==> src/rtl/sysio_regs.sv <==
module sysio_regs #(
  parameter int          ADDR_W      = 12,
  parameter logic [7:0]  CTL_KEEP    = 8'hF0,
  parameter logic [7:0]  UNMAPPED_RD = 8'hFF
) (
  input  logic              clk,
  input  logic              rst_n,
  input  logic [ADDR_W-1:0] io_addr,
  input  logic              io_wr,
  input  logic              io_rd,
  input  logic [7:0]        io_wdata,
  output logic [7:0]        io_rdata,
  input  logic [7:0]        equip_strap,
  input  logic [7:0]        board_id_strap,
  output logic              soft_reset_o,
  output logic              map_noncontig_o,
  output logic              endian_err_o
);
  localparam logic [ADDR_W-1:0] P_SRST  = ADDR_W'(12'h092);
  localparam logic [ADDR_W-1:0] P_EQUIP = ADDR_W'(12'h80C);
  localparam logic [ADDR_W-1:0] P_KEY   = ADDR_W'(12'h818);
  localparam logic [ADDR_W-1:0] P_CTL   = ADDR_W'(12'h81C);
  localparam logic [ADDR_W-1:0] P_MAP   = ADDR_W'(12'h850);
  localparam logic [ADDR_W-1:0] P_BID   = ADDR_W'(12'h852);

  // MSB-first bit numbering: bit n lives at position 7-n
  localparam int SRST_POS = 7 - 7;
  localparam int LE_POS   = 7 - 6;
  localparam int MAP_POS  = 7 - 7;

  logic       srst_q, map_q, err_q;
  logic [7:0] ctl_q, rd_q, rd_mux;

  wire wr_srst = io_wr && (io_addr == P_SRST);
  wire wr_ctl  = io_wr && (io_addr == P_CTL);
  wire wr_map  = io_wr && (io_addr == P_MAP);

  always_comb begin
    if      (io_addr == P_SRST)  rd_mux = {7'b0, srst_q} << SRST_POS;
    else if (io_addr == P_EQUIP) rd_mux = equip_strap;
    else if (io_addr == P_KEY)   rd_mux = 8'h00;
    else if (io_addr == P_CTL)   rd_mux = ctl_q;
    else if (io_addr == P_MAP)   rd_mux = {7'b0, map_q} << MAP_POS;
    else if (io_addr == P_BID)   rd_mux = board_id_strap;
    else                         rd_mux = UNMAPPED_RD;
  end

  always_ff @(posedge clk) begin
    if (!rst_n) begin
      srst_q <= 1'b0;
      map_q  <= 1'b1;
      err_q  <= 1'b0;
      ctl_q  <= 8'h00;
      rd_q   <= 8'h00;
    end else begin
      if (wr_srst) begin
        srst_q <= io_wdata[SRST_POS];
        if (io_wdata[LE_POS]) err_q <= 1'b1;
      end
      if (wr_ctl) ctl_q <= io_wdata & CTL_KEEP;
      if (wr_map) map_q <= io_wdata[MAP_POS];
      if (io_rd)  rd_q  <= rd_mux;
    end
  end

  assign io_rdata        = rd_q;
  assign soft_reset_o    = srst_q;
  assign map_noncontig_o = map_q;
  assign endian_err_o    = err_q;
endmodule

==> config.mk <==
export PLATFORM = sky130hd
export DESIGN_NAME = sysio_regs
export DESIGN_NICKNAME = d
export VERILOG_FILES = /design/src/rtl/sysio_regs.sv
export SDC_FILE = /design/constraint.sdc
export NUM_CORES = 1
export LEC_CHECK = 0
export BUFFER_PORTS_ARGS = -buffer_cell sky130_fd_sc_hd__buf_2
export CAP_MARGIN = 20
export CORE_UTILIZATION = 44
export CTS_BUF_LIST = sky130_fd_sc_hd__clkbuf_8
export DETAILED_ROUTE_END_ITERATION = 10
export GPL_TIMING_DRIVEN = 0
export HOLD_SLACK_MARGIN = 0.06
export PLACE_DENSITY = 0.89
export SYNTH_ARGS = -nofsm -noshare
export SYNTH_HDL_FRONTEND = slang
export SYNTH_SLANG_ARGS = --single-unit
export TNS_END_PERCENT = 50
==> constraint.sdc <==
create_clock -name clk -period 1.6 [get_ports clk]
set_input_delay 0.08 -clock clk [delete_from_list [all_inputs] [get_ports clk]]
set_output_delay 0.08 -clock clk [all_outputs]
set_load 0.02 [all_outputs]
==> impl_metrics.toml, run 1 <==
[synthesis]
synth_top_family_by_area = "simple AND/OR/NAND/NOR gates"
synth_compound_area_share_pct = 24.5
synth-simple-area-share_pct = 29.9
synthAdderAreaFrac_pct = 0
ys_ff_latch = 15
syn_area_per_cell_sq_um = 8.72
ys.flop_type = "dfxtp_1"
synth_cells = 99
synthesis.area_sq_um = 863
yosysWarnings = 0
synth_edf_count = 0
synth_xor_xnor_area_share_pct = 0
synth_cell_types = 32
ys_seq_area_share_pct = 34.8
synthMuxAreaShare_pct = 8.26
async_reset_ff_share_pct = 0
synth_nets = 139

[die]
dieHeight_um = 46.3
dieArea_sq_mm = 0.00214
io_pins = 51
die_width_um = 46.3
core_area_sq_mm = 0.00178
initial_core_util_pct = 48.4
rows = 15

[sta]
fin_crit_ns = 1.22
rsz0062_at_grt = "no"
hold_viol = 0
skew_ns = 0.000325
relSlewSlack_pct = 71.7
max_freq_mhz = 822
setup_tns_ns = 0
finalSetupViolations = 0
slew_violations = 0
tightest_slew_ns = 0.419
fin_crit_sh_pct = 76.1

[power_and_ir_drop]
power.density_mw_per_mm2 = 724
p_total_uw = 863
vdd_ir_drop_max_mv = 0.556
leakage_uw = 0.000603

[grt]
grt_use_met3_pct = 3.92
grt-ovfl-total = 0
first_global_vias = 940
grt.busiest_layer = "met2"
antenna_found_initial = 0
grt_util_all_layers_pct = 26.0
use_met2_pct = 43.9
grt_pass1_wl_mm = 3.90
grt_max_degree = 11
use_met1_pct = 30.6

[cts]
clock-sinks = 15
path_clk_slew_ns = 0.06
clockBufferDepth = 2
cts-resized-gates = 0
cts_tree = "yes"
numCtsBuffers = 3
clk_latency_ns = 0.25
htree_levels = 1
root_buffer = "clkbuf_8"

[min_path]
min_path_type = "input port to flip-flop"
hold_depth = 3

[detailed_routing]
drc = 0
drt_wl_total_mm = 2.56
num_vias = 1015
wire_per_inst_um = 14.5
drt_iter0_markers = 18
drtAntennaViolNets = 0
viasPerCell = 5.73
drt_pass1_iterations = 4

[layout]
fin_util_pct = 66.8
fillCellCount = 159
instances_no_fill = 177
design_area_sq_mm = 0.00119
syn2layout_area_growth_pct = 38.0
layout.nets = 193
drive_gt1_share_pct = 40.1
num_antenna_cells = 0

[placed_design]
place_area_sq_mm = 0.00113
dp_hpwl_mm = 2.04
io_buffer_count = 48
placedCellCount = 172
place_congestion = 0.892

[setup_path]
r2r-end = "io_rdata[4]$_SDFFE_PN0P_"
start_kind = "input port"
crit_type = "input port to flip-flop"
setup.worst_path.end_class = "flip-flop"
crit_arrival_ns = 1.35
crit_required_ns = 1.73
r2r_start = "ctl_q[4]$_SDFFE_PN0P_"
reg2regPathDepth = 3
path_max_fanout = 4
endpoint = "ctl_q[6]$_SDFFE_PN0P_"
crit_start = "io_addr[7]"
reg2reg_slack_ns = 0.64

[job]
maxCapViolCount = 0

[status]
status = "complete, no violations"
## synth_stat cells, drive strengths merged, types with 3 or more instances
cell | instances | area [sq um]
a21oi | 4 | 20.0
a31oi | 3 | 18.8
a32oi | 6 | 52.6
and3 | 3 | 18.8
and4 | 3 | 28.8
dfxtp | 15 | 300
inv | 3 | 11.3
mux2i | 6 | 60.1
nand2 | 6 | 30.0
nand3 | 3 | 15.0
nor2 | 14 | 52.6
o21ai | 8 | 40.0
o32ai | 5 | 51.3
## cells in the final DEF, fill, tap and decap left out, types with 4 or more instances in the layout
| cell type | count |
|---|---|
| dfxtp_1 | 15 |
| o21ai_0 | 8 |
| mux2i_1 | 6 |
| a32oi_1 | 6 |
| nand2_1 | 5 |
| buf_2 | 48 |
| o32ai_1 | 4 |
| nor2_1 | 14 |
| a21oi_1 | 4 |
## kinds of logic (layout without fill, tap and decap cells)
family | after synthesis | after routing
buffers and inverters | 5 | 58
AOI/OAI and AO/OA | 30 | 30
DFF | 15 | 15
and+or+nand+nor | 42 | 42
muxes | 7 | 7
## layer usage
metal | up-vias | wire, um
li1 | 488 | -
met1 | 471 | 1110
met2 | 46 | 1250
met3 | 10 | 146
met4 | 0 | 55
met5 | - | 0
## worst min path at each step
stage / endpoint / slack [ns] / startpoint
after floorplan: map_noncontig_o$_SDFFE_PN1P_ / 0.14 / rst_n
after global placement: map_noncontig_o$_SDFFE_PN1P_ / 0.28 / rst_n
after detailed placement: map_noncontig_o$_SDFFE_PN1P_ / 0.31 / rst_n
after CTS: ctl_q[5]$_SDFFE_PN0P_ / 0.07 / io_wdata[5]
after global routing: ctl_q[5]$_SDFFE_PN0P_ / 0.07 / io_wdata[5]
final: ctl_q[7]$_SDFFE_PN0P_ / 0.07 / io_wdata[7]
## critical path, stage by stage
cell	delay, ns
buf_2	0.10
nor3b_1	0.36
and3_1	0.22
nand4_1	0.27
mux2i_1	0.26
nor2_1	0.05
## area by class of cell
| cell class | count | area, sq um | area share [%] |
|---|---|---|---|
| plain buffers | 2 | 11.3 | 0.945 |
| clock buffers | 3 | 41.3 | 3.47 |
| clock inverters | 1 | 5.00 | 0.420 |
| inverters | 3 | 11.3 | 0.945 |
| multi-input cells | 79 | 541 | 45.4 |
| flip-flops and latches | 15 | 300 | 25.2 |
| well taps | 25 | 31.3 | 2.63 |
| repair buffers | 49 | 250 | 21.0 |
## through the flow
step | hold slack (ns) | worst slack (ns)
6_report | 0.0680 | 0.383
5_1_grt | 0.0693 | 0.204
4_1_cts | 0.0693 | 0.364
3_5_place_dp | 0.307 | 0.112
3_3_place_gp | 0.280 | 0.170
2_1_floorplan | 0.142 | 0.468
## sequential cells by signal, summed over array words and instances (netlist names)
signal / count
ctl_q: 4
endian_err_o: 1
io_rdata: 8
map_noncontig_o: 1
soft_reset_o: 1
## report_power, final
part / switching [uW] / internal [uW]
Sequential: 8.01 / 389
Combinational: 85.4 / 71.6
Clock: 136 / 173
## what timing repair did
action,CTS,global route
endpoints found under the hold margin,1,0
setup buffers,0,0
hold buffers,1,0
(Power assumes the default switching activity.)
==> inputs of run 2 (changes only) <==
--- a/config.mk
+++ b/config.mk
@@ -5,14 +5,15 @@
 export SDC_FILE = /design/constraint.sdc
 export NUM_CORES = 1
 export LEC_CHECK = 0
+export ABC_AREA = 1
 export BUFFER_PORTS_ARGS = -buffer_cell sky130_fd_sc_hd__buf_2
 export CAP_MARGIN = 20
-export CORE_UTILIZATION = 44
+export CORE_UTILIZATION = 42
 export CTS_BUF_LIST = sky130_fd_sc_hd__clkbuf_8
 export DETAILED_ROUTE_END_ITERATION = 10
 export GPL_TIMING_DRIVEN = 0
 export HOLD_SLACK_MARGIN = 0.06
-export PLACE_DENSITY = 0.89
+export PLACE_DENSITY = 0.86
 export SYNTH_ARGS = -nofsm -noshare
 export SYNTH_HDL_FRONTEND = slang
 export SYNTH_SLANG_ARGS = --single-unit
==> constraint.sdc (replaced) <==
create_clock -name clk -period 1.1 [get_ports clk]
set_input_delay 0.055 -clock clk [delete_from_list [all_inputs] [get_ports clk]]
set_output_delay 0.055 -clock clk [all_outputs]
set_load 0.02 [all_outputs]
==> run 2 against run 1 <==
Cell area is 16% higher. Largest cell class unchanged. Clock skew is 0.0017 ns higher. Synthesized cell count grew 74%. Sequential cell count is the same. Area after synthesis up 13%. Sequential share of layout area fell by 3.5 points. Sequential power up 44%. Non-clock buffer count stayed put. Global-route usage shrank 6.9 points. Power up 42%. Critical endpoint is now io_rdata[0]$_SDFFE_PN0P_.
==> impl_metrics.toml, run 2 <==
[status]
status = "complete, no violations"

[sta]
hold_ws_ns = 0.0750
relSlewSlack_pct = 79.3
hold_viol = 0
slew_violations = 0
skew_ns = 0.00206
fin_crit_sh_pct = 90.2
finalSetupViolations = 0
fin_ws_ns = 0.108
tightest_slew_ns = 0.308
max_freq_mhz = 1010
fin_crit_ns = 0.992

[synthesis]
synth_nets = 212
synth_cell_types = 20
post-synth-top-area-fraction_pct = 30.8
synth_edf_count = 0
ys.flop_type = "dfxtp_1"
ys_seq_area_share_pct = 30.8
synthesis.area_sq_um = 976
synth_common_cells = "nand2_1 (66), inv_1 (25), dfxtp_1 (15), nor2_1 (15), nand3_1 (13)"
async_reset_ff_share_pct = 0
ys_ff_latch = 15
yosysMostFrequentCell = "nand2_1"
syn_area_per_cell_sq_um = 5.67
yosysWarnings = 0
yosysTopAreaCell = "dfxtp_1"
synth_cells = 172
synth_area_leaders = "dfxtp_1 (31%), nand2_1 (25%), inv_1 (9.6%), nand3_1 (6.7%), a21oi_1 (6.2%)"

[die]
core_area_sq_mm = 0.00219
dieArea_sq_mm = 0.00252
initial_core_util_pct = 44.5
io_pins = 51
die_width_um = 50.2
dieHeight_um = 50.2
rows = 17

[cts]
clock-sinks = 15
cts_setup_buffers = 0
clockBufferDepth = 2
htree_levels = 1
path_clk_slew_ns = 0.06
cts_tree = "yes"
root_buffer = "clkbuf_8"
numCtsBuffers = 3
clk_latency_ns = 0.24

[detailed_routing]
wire_per_inst_um = 8.96
viasPerCell = 4.66
drt_wl_total_mm = 2.29
drc = 0
drtAntennaViolNets = 0
num_vias = 1189
drt_pass1_iterations = 4
drt_iter0_markers = 13

[grt]
grt-ovfl-total = 0
grt_max_degree = 10
antenna_found_initial = 0
grt_util_all_layers_pct = 19.1
grt_pass1_wl_mm = 3.75
first_global_vias = 1003

[placed_design]
placedCellCount = 248
dp_hpwl_mm = 1.83
dp_slack_ns = -0.226
place_area_sq_mm = 0.00125
io_buffer_count = 48
place_congestion = 0.729

[setup_path]
crit_arrival_ns = 1.12
reg2reg_slack_ns = 0.28
crit_required_ns = 1.23
start_kind = "input port"
setup.worst_path.end_class = "flip-flop"
path_max_fanout = 3
crit_type = "input port to flip-flop"

[layout]
layout.nets = 268
layout_commonest_cell = "nand2_1"
drive_gt1_share_pct = 33.0
design_area_sq_mm = 0.00139
largest_reg_flops = 8
fin_util_pct = 63.3
instances_no_fill = 255
num_antenna_cells = 0
final_cell_mix = "nand2_1 (62), buf_2 (48), inv_1 (25)"
syn2layout_area_growth_pct = 42.1

[min_path]
min_path_type = "input port to flip-flop"

[power_and_ir_drop]
power.density_mw_per_mm2 = 882
leakage_uw = 0.000754
vdd_ir_drop_max_mv = 0.963

[job]
maxCapViolCount = 0
## run 2: cell types whose count changed after synthesis, moves of 3 or more
cell     previous run  this run
nand2_1             5        66
inv_1               3        25
nand3_1             3        13
a21oi_1             4        12
a32oi_1             6         0
mux2i_1             6         0
o32ai_1             4         0
a31oi_1             3         0
and3_1              3         0
nor3_1              1         4
## run 2: report_power, final
group / internal, uW / switching (uW) / total, uW / leakage [uW]
Clock: 247 / 179 / 426 / 0.0000269
Sequential: 563 / 8.09 / 571 / 0.000123
Combinational: 99.1 / 127 / 226 / 0.000603
## run 2: kinds of logic (layout without fill, tap and decap cells)
| kind of cell | after synthesis | in the layout | synth area share [%] |
|---|---|---|---|
| buffers and inverters | 30 | 85 | 11.8 |
| DFF | 15 | 15 | 30.8 |
| AOI/OAI and AO/OA | 19 | 19 | 10.1 |
| and+or+nand+nor | 108 | 108 | 47.3 |
## run 2: repair_timing
item                                    CTS  global route
hold buffers                              3             0
endpoints found under the setup margin    0            14
hold endpoints to repair                  2             0
gates resized for setup                   0            21
## run 2: metal layers
metal  vias up  global-route usage, %  share of wire, %
met4         0                   4.29              0.44
li1        644                      -                 -
met1       514                   21.5                47
met2        29                   35.3                47
met3         2                   4.85               5.2
met5         -                      0                 0
## run 2: final cells by class
type / instances / area (sq um)
fillers: 230 / 805
multi-input cells: 127 / 616
clock buffers: 3 / 41.3
repair buffers: 51 / 270
inverters: 30 / 120
well taps: 28 / 35.0
clock inverters: 1 / 3.75
flip-flops and latches: 15 / 300
## run 2: final timing paths
kind | startpoint | end | cells past startpoint
min | io_wdata[6] | ctl_q[6]$_SDFFE_PN0P_ | 3
max reg2reg | map_noncontig_o$_SDFFE_PN1P_ | io_rdata[0]$_SDFFE_PN0P_ | 6
min reg2reg | ctl_q[6]$_SDFFE_PN0P_ | ctl_q[6]$_SDFFE_PN0P_ | 2
max | io_addr[7] | io_rdata[0]$_SDFFE_PN0P_ | 11
## run 2: through the flow
| step | TNS (ns) | power [uW] |
|---|---|---|
| after floorplan | 0 | 682 |
| after global placement | -2.04 | 784 |
| after detailed placement | -2.78 | 787 |
| after CTS | 0 | 1210 |
| after global routing | -0.00305 | 1280 |
| final | 0 | 1220 |
## run 2: critical path: stages
cell and delay [ns]:
buf_2 0.12, inv_1 0.09, nand2_1 0.08, nor3_1 0.26, nand3_1 0.13, nand2_2 0.12, nand2_1 0.05, nand2_1 0.07
nand2_1 0.05, nand2_1 0.05, a21oi_1 0.05
